==> src/rtl/strobe_pkg.sv <==
// Package: shared types for the update strobe generator.
// Assumes the enable, polarity and line-select fields sit in control bits 2:0
// in that order, so the packed struct can be cast straight from those bits.
package strobe_pkg;
    typedef struct packed {
        logic en;   // bit 2: strobe enable
        logic pol;  // bit 1: 1 = active high
        logic sel;  // bit 0: 1 = line 1, 0 = line 0
    } strobe_cfg_t;

    localparam int CFG_BITS  = 3;
    localparam int NUM_LINES = 2;
endpackage

==> src/rtl/strobe_ctrl_reg.sv <==
// Module: strobe_ctrl_reg
// Holds the control register. Only the three configuration bits are stored;
// every other bit reads back as zero. Assumes a single-cycle write strobe.
module strobe_ctrl_reg
    import strobe_pkg::*;
#(
    parameter int REG_W = 16
) (
    input  logic             clk,
    input  logic             rst_n,
    input  logic             wr_en,
    input  logic [REG_W-1:0] wr_data,
    output logic [REG_W-1:0] rd_data,
    output strobe_cfg_t      cfg
);
    localparam int PAD_W = REG_W - CFG_BITS;

    // Capture the configuration bits on a write.
    always_ff @(posedge clk) begin
        if (!rst_n) begin
            cfg <= '0;
        end else if (wr_en) begin
            cfg <= strobe_cfg_t'(wr_data[CFG_BITS-1:0]);
        end
    end

    // Read data: the stored bits, zero above them.
    assign rd_data = {{PAD_W{1'b0}}, cfg};
endmodule

==> src/rtl/interval_meter.sv <==
// Module: interval_meter
// Counts the clocks between update events and offers a pulse width equal to
// the current count shifted right by SHIFT, with a floor of one clock. Until a
// first event has been seen, the width offered is one clock.
// Assumes evt is a one-clock pulse. The counter saturates rather than wrapping.
module interval_meter #(
    parameter int CNT_W = 16,
    parameter int SHIFT = 2
) (
    input  logic             clk,
    input  logic             rst_n,
    input  logic             evt,
    output logic [CNT_W-1:0] width_o
);
    localparam logic [CNT_W-1:0] ONE = CNT_W'(1);

    logic [CNT_W-1:0] cnt;
    logic             seen;
    logic [CNT_W-1:0] scaled;

    // Interval counter: restart on each event, otherwise count up and saturate.
    always_ff @(posedge clk) begin
        if (!rst_n) begin
            cnt  <= '0;
            seen <= 1'b0;
        end else if (evt) begin
            cnt  <= ONE;
            seen <= 1'b1;
        end else if (cnt != '1) begin
            cnt <= cnt + ONE;
        end
    end

    // Width for a pulse starting now: a fraction of the interval, at least one.
    always_comb begin
        scaled  = cnt >> SHIFT;
        width_o = (seen && (scaled != '0)) ? scaled : ONE;
    end
endmodule

==> src/rtl/pulse_timer.sv <==
// Module: pulse_timer
// Produces the logical strobe (level independent). An event while idle starts
// a pulse of width_i clocks. An event during a pulse drops the strobe for one
// clock (pending) and then starts a fresh pulse with the newly offered width.
// Assumes width_i >= 1.
module pulse_timer #(
    parameter int CNT_W = 16
) (
    input  logic             clk,
    input  logic             rst_n,
    input  logic             evt,
    input  logic [CNT_W-1:0] width_i,
    output logic             active_o,
    output logic             pend_o
);
    localparam logic [CNT_W-1:0] ONE = CNT_W'(1);

    logic [CNT_W-1:0] remain;
    logic [CNT_W-1:0] held_w;

    // Pulse sequencing: start, restart through the pending gap, count down.
    always_ff @(posedge clk) begin
        if (!rst_n) begin
            active_o <= 1'b0;
            pend_o   <= 1'b0;
            remain   <= '0;
            held_w   <= '0;
        end else if (evt) begin
            if (active_o) begin
                active_o <= 1'b0;
                pend_o   <= 1'b1;
                held_w   <= width_i;
            end else begin
                active_o <= 1'b1;
                pend_o   <= 1'b0;
                remain   <= width_i;
            end
        end else if (pend_o) begin
            active_o <= 1'b1;
            pend_o   <= 1'b0;
            remain   <= held_w;
        end else if (active_o) begin
            if (remain <= ONE) begin
                active_o <= 1'b0;
            end else begin
                remain <= remain - ONE;
            end
        end
    end
endmodule

==> src/rtl/update_strobe_gen.sv <==
// Module: update_strobe_gen (top)
// Turns update events into a strobe on one of two lines. The control register
// sets enable, polarity and line. The configuration actually in force is
// copied from the register only while no pulse is active or pending. Lines
// that are not carrying the strobe pass their GPIO input through.
// Assumes upd_evt is synchronous to clk and one clock wide.
module update_strobe_gen
    import strobe_pkg::*;
#(
    parameter int REG_W = 16,
    parameter int CNT_W = 16,
    parameter int SHIFT = 2
) (
    input  logic                 clk,
    input  logic                 rst_n,
    input  logic                 reg_we,
    input  logic [REG_W-1:0]     reg_wdata,
    output logic [REG_W-1:0]     reg_rdata,
    input  logic                 upd_evt,
    input  logic [NUM_LINES-1:0] gpio_in,
    output logic [NUM_LINES-1:0] line_out
);
    strobe_cfg_t      cfg_reg;
    strobe_cfg_t      cfg_eff;
    logic [CNT_W-1:0] pulse_w;
    logic             pulse_on;
    logic             pulse_pend;

    strobe_ctrl_reg #(.REG_W(REG_W)) u_ctrl (
        .clk     (clk),
        .rst_n   (rst_n),
        .wr_en   (reg_we),
        .wr_data (reg_wdata),
        .rd_data (reg_rdata),
        .cfg     (cfg_reg)
    );

    interval_meter #(.CNT_W(CNT_W), .SHIFT(SHIFT)) u_meter (
        .clk     (clk),
        .rst_n   (rst_n),
        .evt     (upd_evt),
        .width_o (pulse_w)
    );

    pulse_timer #(.CNT_W(CNT_W)) u_timer (
        .clk      (clk),
        .rst_n    (rst_n),
        .evt      (upd_evt),
        .width_i  (pulse_w),
        .active_o (pulse_on),
        .pend_o   (pulse_pend)
    );

    // Take up a new configuration only at an idle point, so no pulse is cut short.
    always_ff @(posedge clk) begin
        if (!rst_n) begin
            cfg_eff <= '0;
        end else if (!pulse_on && !pulse_pend) begin
            cfg_eff <= cfg_reg;
        end
    end

    // Per-line output: the strobe level on the selected line, GPIO passthrough elsewhere.
    for (genvar g = 0; g < NUM_LINES; g++) begin : g_line
        localparam logic LINE_CODE = 1'(g);
        assign line_out[g] = (cfg_eff.en && (cfg_eff.sel == LINE_CODE))
                             ? (pulse_on ? cfg_eff.pol : ~cfg_eff.pol)
                             : gpio_in[g];
    end
endmodule

==> config.mk <==
export PLATFORM = sky130hd
export DESIGN_NAME = update_strobe_gen
export DESIGN_NICKNAME = d
export VERILOG_FILES = /design/src/rtl/strobe_pkg.sv /design/src/rtl/strobe_ctrl_reg.sv /design/src/rtl/interval_meter.sv /design/src/rtl/pulse_timer.sv /design/src/rtl/update_strobe_gen.sv
export SDC_FILE = /design/constraint.sdc
export NUM_CORES = 1
export LEC_CHECK = 0
export ABC_AREA = 0
export BUFFER_PORTS_ARGS = -buffer_cell sky130_fd_sc_hd__buf_2
export CORE_MARGIN = 8
export CORE_UTILIZATION = 50
export CTS_CLUSTER_DIAMETER = 60
export DETAILED_ROUTE_END_ITERATION = 6
export GPL_TIMING_DRIVEN = 0
export PLACE_DENSITY = 0.73
export SETUP_SLACK_MARGIN = 0.02
export SYNTH_ARGS = -nofsm -noshare
export SYNTH_HDL_FRONTEND = slang
export SYNTH_SLANG_ARGS = --single-unit
==> constraint.sdc <==
create_clock -name clk -period 1.68 [get_ports clk]
set_input_delay 0.252 -clock clk [delete_from_list [all_inputs] [get_ports clk]]
set_output_delay 0.252 -clock clk [all_outputs]
set_load 0.05 [all_outputs]
==> results of run 1 <==
worst min-delay path by stage:
| stage | cells after the start | start | endpoint |
|---|---|---|---|
| after global routing | 3 | reg_wdata[2] | u_ctrl.cfg[2] |
| after detailed placement | 2 | u_timer.held_w[5] | u_timer.held_w[5] |
| after CTS | 3 | reg_wdata[0] | u_ctrl.cfg[0] |
| after floorplan | 2 | reg_wdata[0] | u_ctrl.cfg[0] |
| after global placement | 2 | u_timer.held_w[5] | u_timer.held_w[5] |
| final | 3 | reg_wdata[1] | u_ctrl.cfg[1] |
synthesized netlist by cell type (4+ instances only):
master	number	share of area, %
nor2_1	23	2.9
nor2b_1	13	2.7
a21oi_1	18	3.0
and3_1	8	1.7
inv_1	6	0.75
o21a_1	5	1.3
mux2i_1	4	1.3
clkbuf_1	22	2.8
o21ai_0	25	4.2
dfxtp_1	55	37
xnor2_1	17	5.0
a21boi_0	10	2.5
nor3_1	9	1.5
buf_2	5	0.84
a31oi_1	8	1.7
buf_4	14	3.5
nand2_1	40	5.0
a22oi_1	10	2.5
nand4_1	5	1.0
nand3_1	15	2.5
cell type report:
class	instances	area, um^2
fillers	492	2171
flip-flops and latches	55	1145
well taps	75	93.84
multi-input cells	275	1891
inverters	6	22.52
repair buffers	29	224.0
plain buffers	33	216.5
clock inverters	1	5.005
clock buffers	6	82.58
cell families after synthesis:
| group | Yosys count | share of synthesized area, % |
|---|---|---|
| DFF | 55 | 36.84 |
| muxes | 7 | 2.470 |
| and+or+nand+nor | 136 | 23.57 |
| buffers and inverters | 50 | 8.748 |
| other | 1 | 0.1255 |
| xor gates and xnor gates | 18 | 5.274 |
| AOI/OAI and AO/OA | 98 | 21.73 |
| adders and majority gates | 3 | 1.256 |
layer usage:
| metal | up-vias | routed length [um] |
|---|---|---|
| met2 | 112 | 4148 |
| met5 | - | 0 |
| li1 | 1343 | - |
| met1 | 1360 | 3475 |
| met3 | 16 | 572 |
| met4 | 0 | 124 |
power groups by stage:
stage / registers, W / logic [W] / clock network [W]
after floorplan: 0.00150 / 0.000674 / 0
after global placement: 0.00150 / 0.000829 / 0
after detailed placement: 0.00150 / 0.000837 / 0
after CTS: 0.00148 / 0.00101 / 0.000757
after global routing: 0.00151 / 0.00135 / 0.000818
final: 0.00150 / 0.00126 / 0.000752
critical path, delay by kind of cell (launching register included):
family	cells	cell delay [ps]
AO/OA/AOI/OAI	2	510
XOR/XNOR	1	190
AND/OR/NAND/NOR	2	650
flip-flops	1	380
per-stage QoR:
step                TNS, ps  instance area (um^2)
finish               -792.6                  3680
global route          -1916                  3680
CTS                  -265.5                  3412
detailed placement    -6310                  3193
global placement      -5878                  3193
floorplan                 0                  3034
what timing repair did:
action	4_1_cts	5_1_grt
pin swaps	5	7
gates resized for setup	38	54
setup endpoints to repair	42	41
setup buffers	4	10
cloned	2	0
==> metrics.txt, run 1 <==
CTS sink cnt=55; clk_lat worst skew=310 ps; total CTS buffers=5; final WL=8321 um; first-pass GRT wire length=13070 um; # DRC=0; # setup viols final=15; number of global-route vias before repair=2761; Hold WC Path Type=in2reg; H-tree levels=2; Critical Path AT=2030 ps; WHS=205.6 ps; Mapped Avg Cell Area=8.123 um^2; Clock Skew=7.729 ps; FP Rows=28; GR Layer Usage met2=31.79%; Worst R2R End=u_timer.remain[11]; Root Driver=clkbuf_8; DP Worst Slack=-270.3 ps; worst slew pin tran=586.9 ps; Switching Share=34.65%; post-synthesis async set-or-reset flop share=0%; CTS Hold Bufs=0; endpoint class of the critical path=register; R2R depth=5; initial antenna violation count=0; Net Switching=0.001214 W; Worst R2R Start=u_timer.remain[8]; Ys Warns=0; post-route antenna net violation count=0; met3 GRT Util=3.846%; Overflow after GRT=0; Core Util, Final=62.90%; dominant synthesized flop cell=dfxtp_1; Clock transition at path regs=100 ps; GR peak layer=met2; GRT met1 Usage=21.83%; critical path data required time=1850 ps; Buffers on Ports=13; post-synth cell types=55; Die H=93.32 um; wire per inst=17.34 um; Non-Filler Instances=480; Lkg Pwr=1.368 nW; hpwl dp=5286 um; logic gate share of total power=35.8%; Yosys reg bits=55; area grow syn2layout=23.11%; RSZ-0062 raised after global routing=true; die area=8709 um^2; power per cell area=952.6 nW/um^2; period utilisation layout=110.7%; placed cells=468; CTS tree=built; I/O pin cnt=40; Max-Cap Viols=0; Final Power=0.003505 W; Mapped Cells=368; Post-synth EDFFs=0; crit-path cells=nor3_2 -> nand4_1 -> xnor2_1 -> o21ai_0 -> a31oi_4; Worst setup startpoint=u_timer.remain[8]; initial cell density of the core=51.09%; worst setup path end=u_timer.remain[11]; failing checks=setup timing; largest net degree at the start of global routing=16; antenna cells=0; most common library cell in the layout ignoring fill and taps=nand2_1; Regs by FF count=u_meter.cnt (16), u_timer.remain (16), u_timer.held_w (14); maximum vdd drop=544.5 uV; Final nets=430; gpl congestion=0.8778; largest stage delay on the critical path=390 ps; DIE WIDTH=93.32 um; Crit Path Class=reg2reg; sequential fraction of the synthesis area=36.84%; share of cells above drive strength 1=30.62%; Synth Cell Area=2989 um^2; core area=5851 um^2; clk buf depth=2; status=finished, violations left; GRT Util Overall=18.26%; Clock power frac=21.5%; minimum clock period=1860 ps; Via Count=2831; Iteration-0 DRC Markers=253; commonest non-fill, non-tap cells in the layout=nand2_1, dfxtp_1, buf_4; critical path peak fanout=5; vias per cell=5.898; Crit-path slowest cell=nor3_2; Critical Path Start Type=register; sequential share of power=42.7%; DR pass1 iterations=5; Power Internal=0.002291 W; worst setup margin=-180.2 ps; Max Slew Vio Count=0; setup slack, reg-to-reg=-180 ps; relative slew slack=60.87%; Fin. Hold Viols=0; Fmax achieved=537.6 MHz
Note: power is estimated with default switching activity, not from simulation.
==> run 2: changes to the inputs <==
REMOVE_ABC_BUFFERS = 1   (was not set)
==> run 2 against run 1 <==
The run still ends with setup timing left. Sequential share of layout area rose by 1.6 points. Clock power rose by 23%. Combinational power fell by 12%. Sequential power barely moved. Largest power group unchanged.
==> metrics.txt, run 2 (synthesis gave the netlist of run 1 again) <==
core area=5851 um^2 (unchanged); Sequential cell area=1152 um^2 (+0.66%); # DRC=0 (unchanged); setup slack, reg-to-reg=-120 ps (+60 ps); maximum vdd drop=571.5 uV (+5.0%); clk_lat worst skew=310 ps (about the same); status=finished, violations left; Crit Path Class=reg2reg; GRT Util Overall=18.27% (about the same); largest net degree at the start of global routing=42 (+26); failing checks=setup timing; placed cells=424 (-9.4%); wire per inst=17.73 um (+2.3%); power per cell area=1008 nW/um^2 (+5.8%); Root Driver=clkbuf_8; Iteration-0 DRC Markers=252 (-0.40%); DP Worst Slack=-1217 ps (-947.1 ps); CTS Hold Bufs=0 (unchanged); DIE WIDTH=93.32 um (unchanged); post-route antenna net violation count=0 (unchanged); Fmax achieved=555.2 MHz (+3.3%); FP Rows=28 (unchanged); Lkg Pwr=1.266 nW (-7.4%); Regs by FF count=u_meter.cnt (16), u_timer.remain (16), u_timer.held_w (14); WHS=190.5 ps (-15.10 ps); # setup viols final=16 (+1); final WL=8031 um (-3.5%); area occupied by multi-input gates=1864 um^2 (-1.4%); most common library cell in the layout ignoring fill and taps=nand2_1; vias per cell=6.022 (+2.1%); placed cell areas=2954 um^2 (-7.5%); Crit-path slowest cell=or4_4; first-pass GRT wire length=12820 um (-1.9%); Fin. Hold Viols=0 (unchanged); total CTS buffers=5 (unchanged); Critical Path AT=2020 ps (about the same); H-tree levels=2 (unchanged); CTS tree=built; share of cells above drive strength 1=28.57% (-2.0 points); Critical Path Start Type=register; Clock Skew=11.08 ps (+3.349 ps); Final nets=402 (-6.5%); RSZ-0062 raised after global routing=true; gpl congestion=0.8582 (-2.2%); worst slew pin tran=754.5 ps (+167.5 ps); Clock transition at path regs=100 ps (about the same); Die H=93.32 um (unchanged); initial antenna violation count=0 (unchanged); period utilisation layout=107.2% (-3.5 points); number of global-route vias before repair=2592 (-6.1%); minimum clock period=1801 ps (-58.94 ps); Buffers on Ports=13 (unchanged); largest stage delay on the critical path=530 ps (+140 ps); Fillers=506 (+2.8%); crit-path cells=or4_4 -> a21oi_4 -> buf_6 -> a32oi_4 -> buf_6 -> a31o_4; relative slew slack=49.70% (-11 points); Max Slew Vio Count=0 (unchanged); DR pass1 iterations=5 (unchanged); most frequent CP cell=buf_6; antenna cells=0 (unchanged); Non-Filler Instances=453 (-5.6%); clk buf depth=2 (unchanged); commonest non-fill, non-tap cells in the layout=nand2_1, dfxtp_1, nor2_1; area grow syn2layout=17.79%; critical path peak fanout=4 (-1); Max-Cap Viols=0 (unchanged); Via Count=2728 (-3.6%); critical path data required time=1900 ps (+50 ps); die area=8709 um^2 (unchanged); CTS sink cnt=55 (unchanged); Hold WC Path Type=in2reg; hpwl dp=4497 um (-15%); I/O pin cnt=40 (unchanged); endpoint class of the critical path=register; Overflow after GRT=0 (unchanged); final instance area=3521 um^2 (-4.3%); worst setup margin=-121.2 ps (+58.94 ps); initial cell density of the core=51.09% (unchanged)
run 2: cell types whose count changed in the layout (fill, tap and decap cells not counted), sizes merged:
cell      delta
buf         -19
clkbuf      -11
a32oi        +1
and3         +1
bufinv       +1
clkinvlp     +1
inv          -1
run 2: final timing paths:
| kind | depth (start not counted) | start | endpoint |
|---|---|---|---|
| setup / recovery | 6 | u_timer.remain[12] | u_timer.remain[8] |
| hold reg to reg | 2 | u_timer.held_w[3] | u_timer.held_w[3] |
| hold / removal | 3 | reg_wdata[0] | u_ctrl.cfg[0] |
| setup reg to reg | 6 | u_timer.remain[12] | u_timer.remain[8] |
run 2: power breakdown:
group | leakage (nW) | switching (W) | internal (W) | total [W]
Sequential | 0.462 | 0.000119 | 0.00139 | 0.00151
Clock | 0.0612 | 0.000444 | 0.000483 | 0.000927
Combinational | 0.743 | 0.000616 | 0.000494 | 0.00111
Total | 1.27 | 0.00118 | 0.00237 | 0.00355
run 2: metal layers:
layer  GRT usage, %  part of all wire [%]  wire, um
met1          22.00                    42      3345
met4          7.383                   1.5       124
met5              0                     0         0
met3          4.006                   7.6       608
met2          30.73                    49      3952
run 2: layout make-up:
type / count / share of cell area, %
sequential: 55 / 32.73
tap: 75 / 2.665
inverter: 6 / 0.7463
clock inverter: 2 / 0.9950
clock buffer: 6 / 2.345
timing repair buffer: 32 / 7.569
multi-input combinational: 277 / 52.95
run 2: per-stage QoR:
stage	total power [W]	TNS, ps	util, %
3_5_place_dp	0.002272	-21030	50.49
6_report	0.003548	-907.8	60.18
3_3_place_gp	0.002256	-19860	50.49
4_1_cts	0.003500	-683.5	58.11
2_1_floorplan	0.002104	-7157	-
5_1_grt	0.003702	-1737	60.18
run 2: repair_timing:
action,CTS,global route
gates resized for setup,51,36
setup buffers,14,4
cloned,3,0
setup endpoints to repair,33,35
pin swaps,9,3
run 2: worst max-delay path: cells and delay by family (launching register included):
kind	cells	cell delay [ps]
AOI/OAI and AO/OA	3	520
buffers and inverters	2	290
DFF	1	360
and+or+nand+nor	1	530
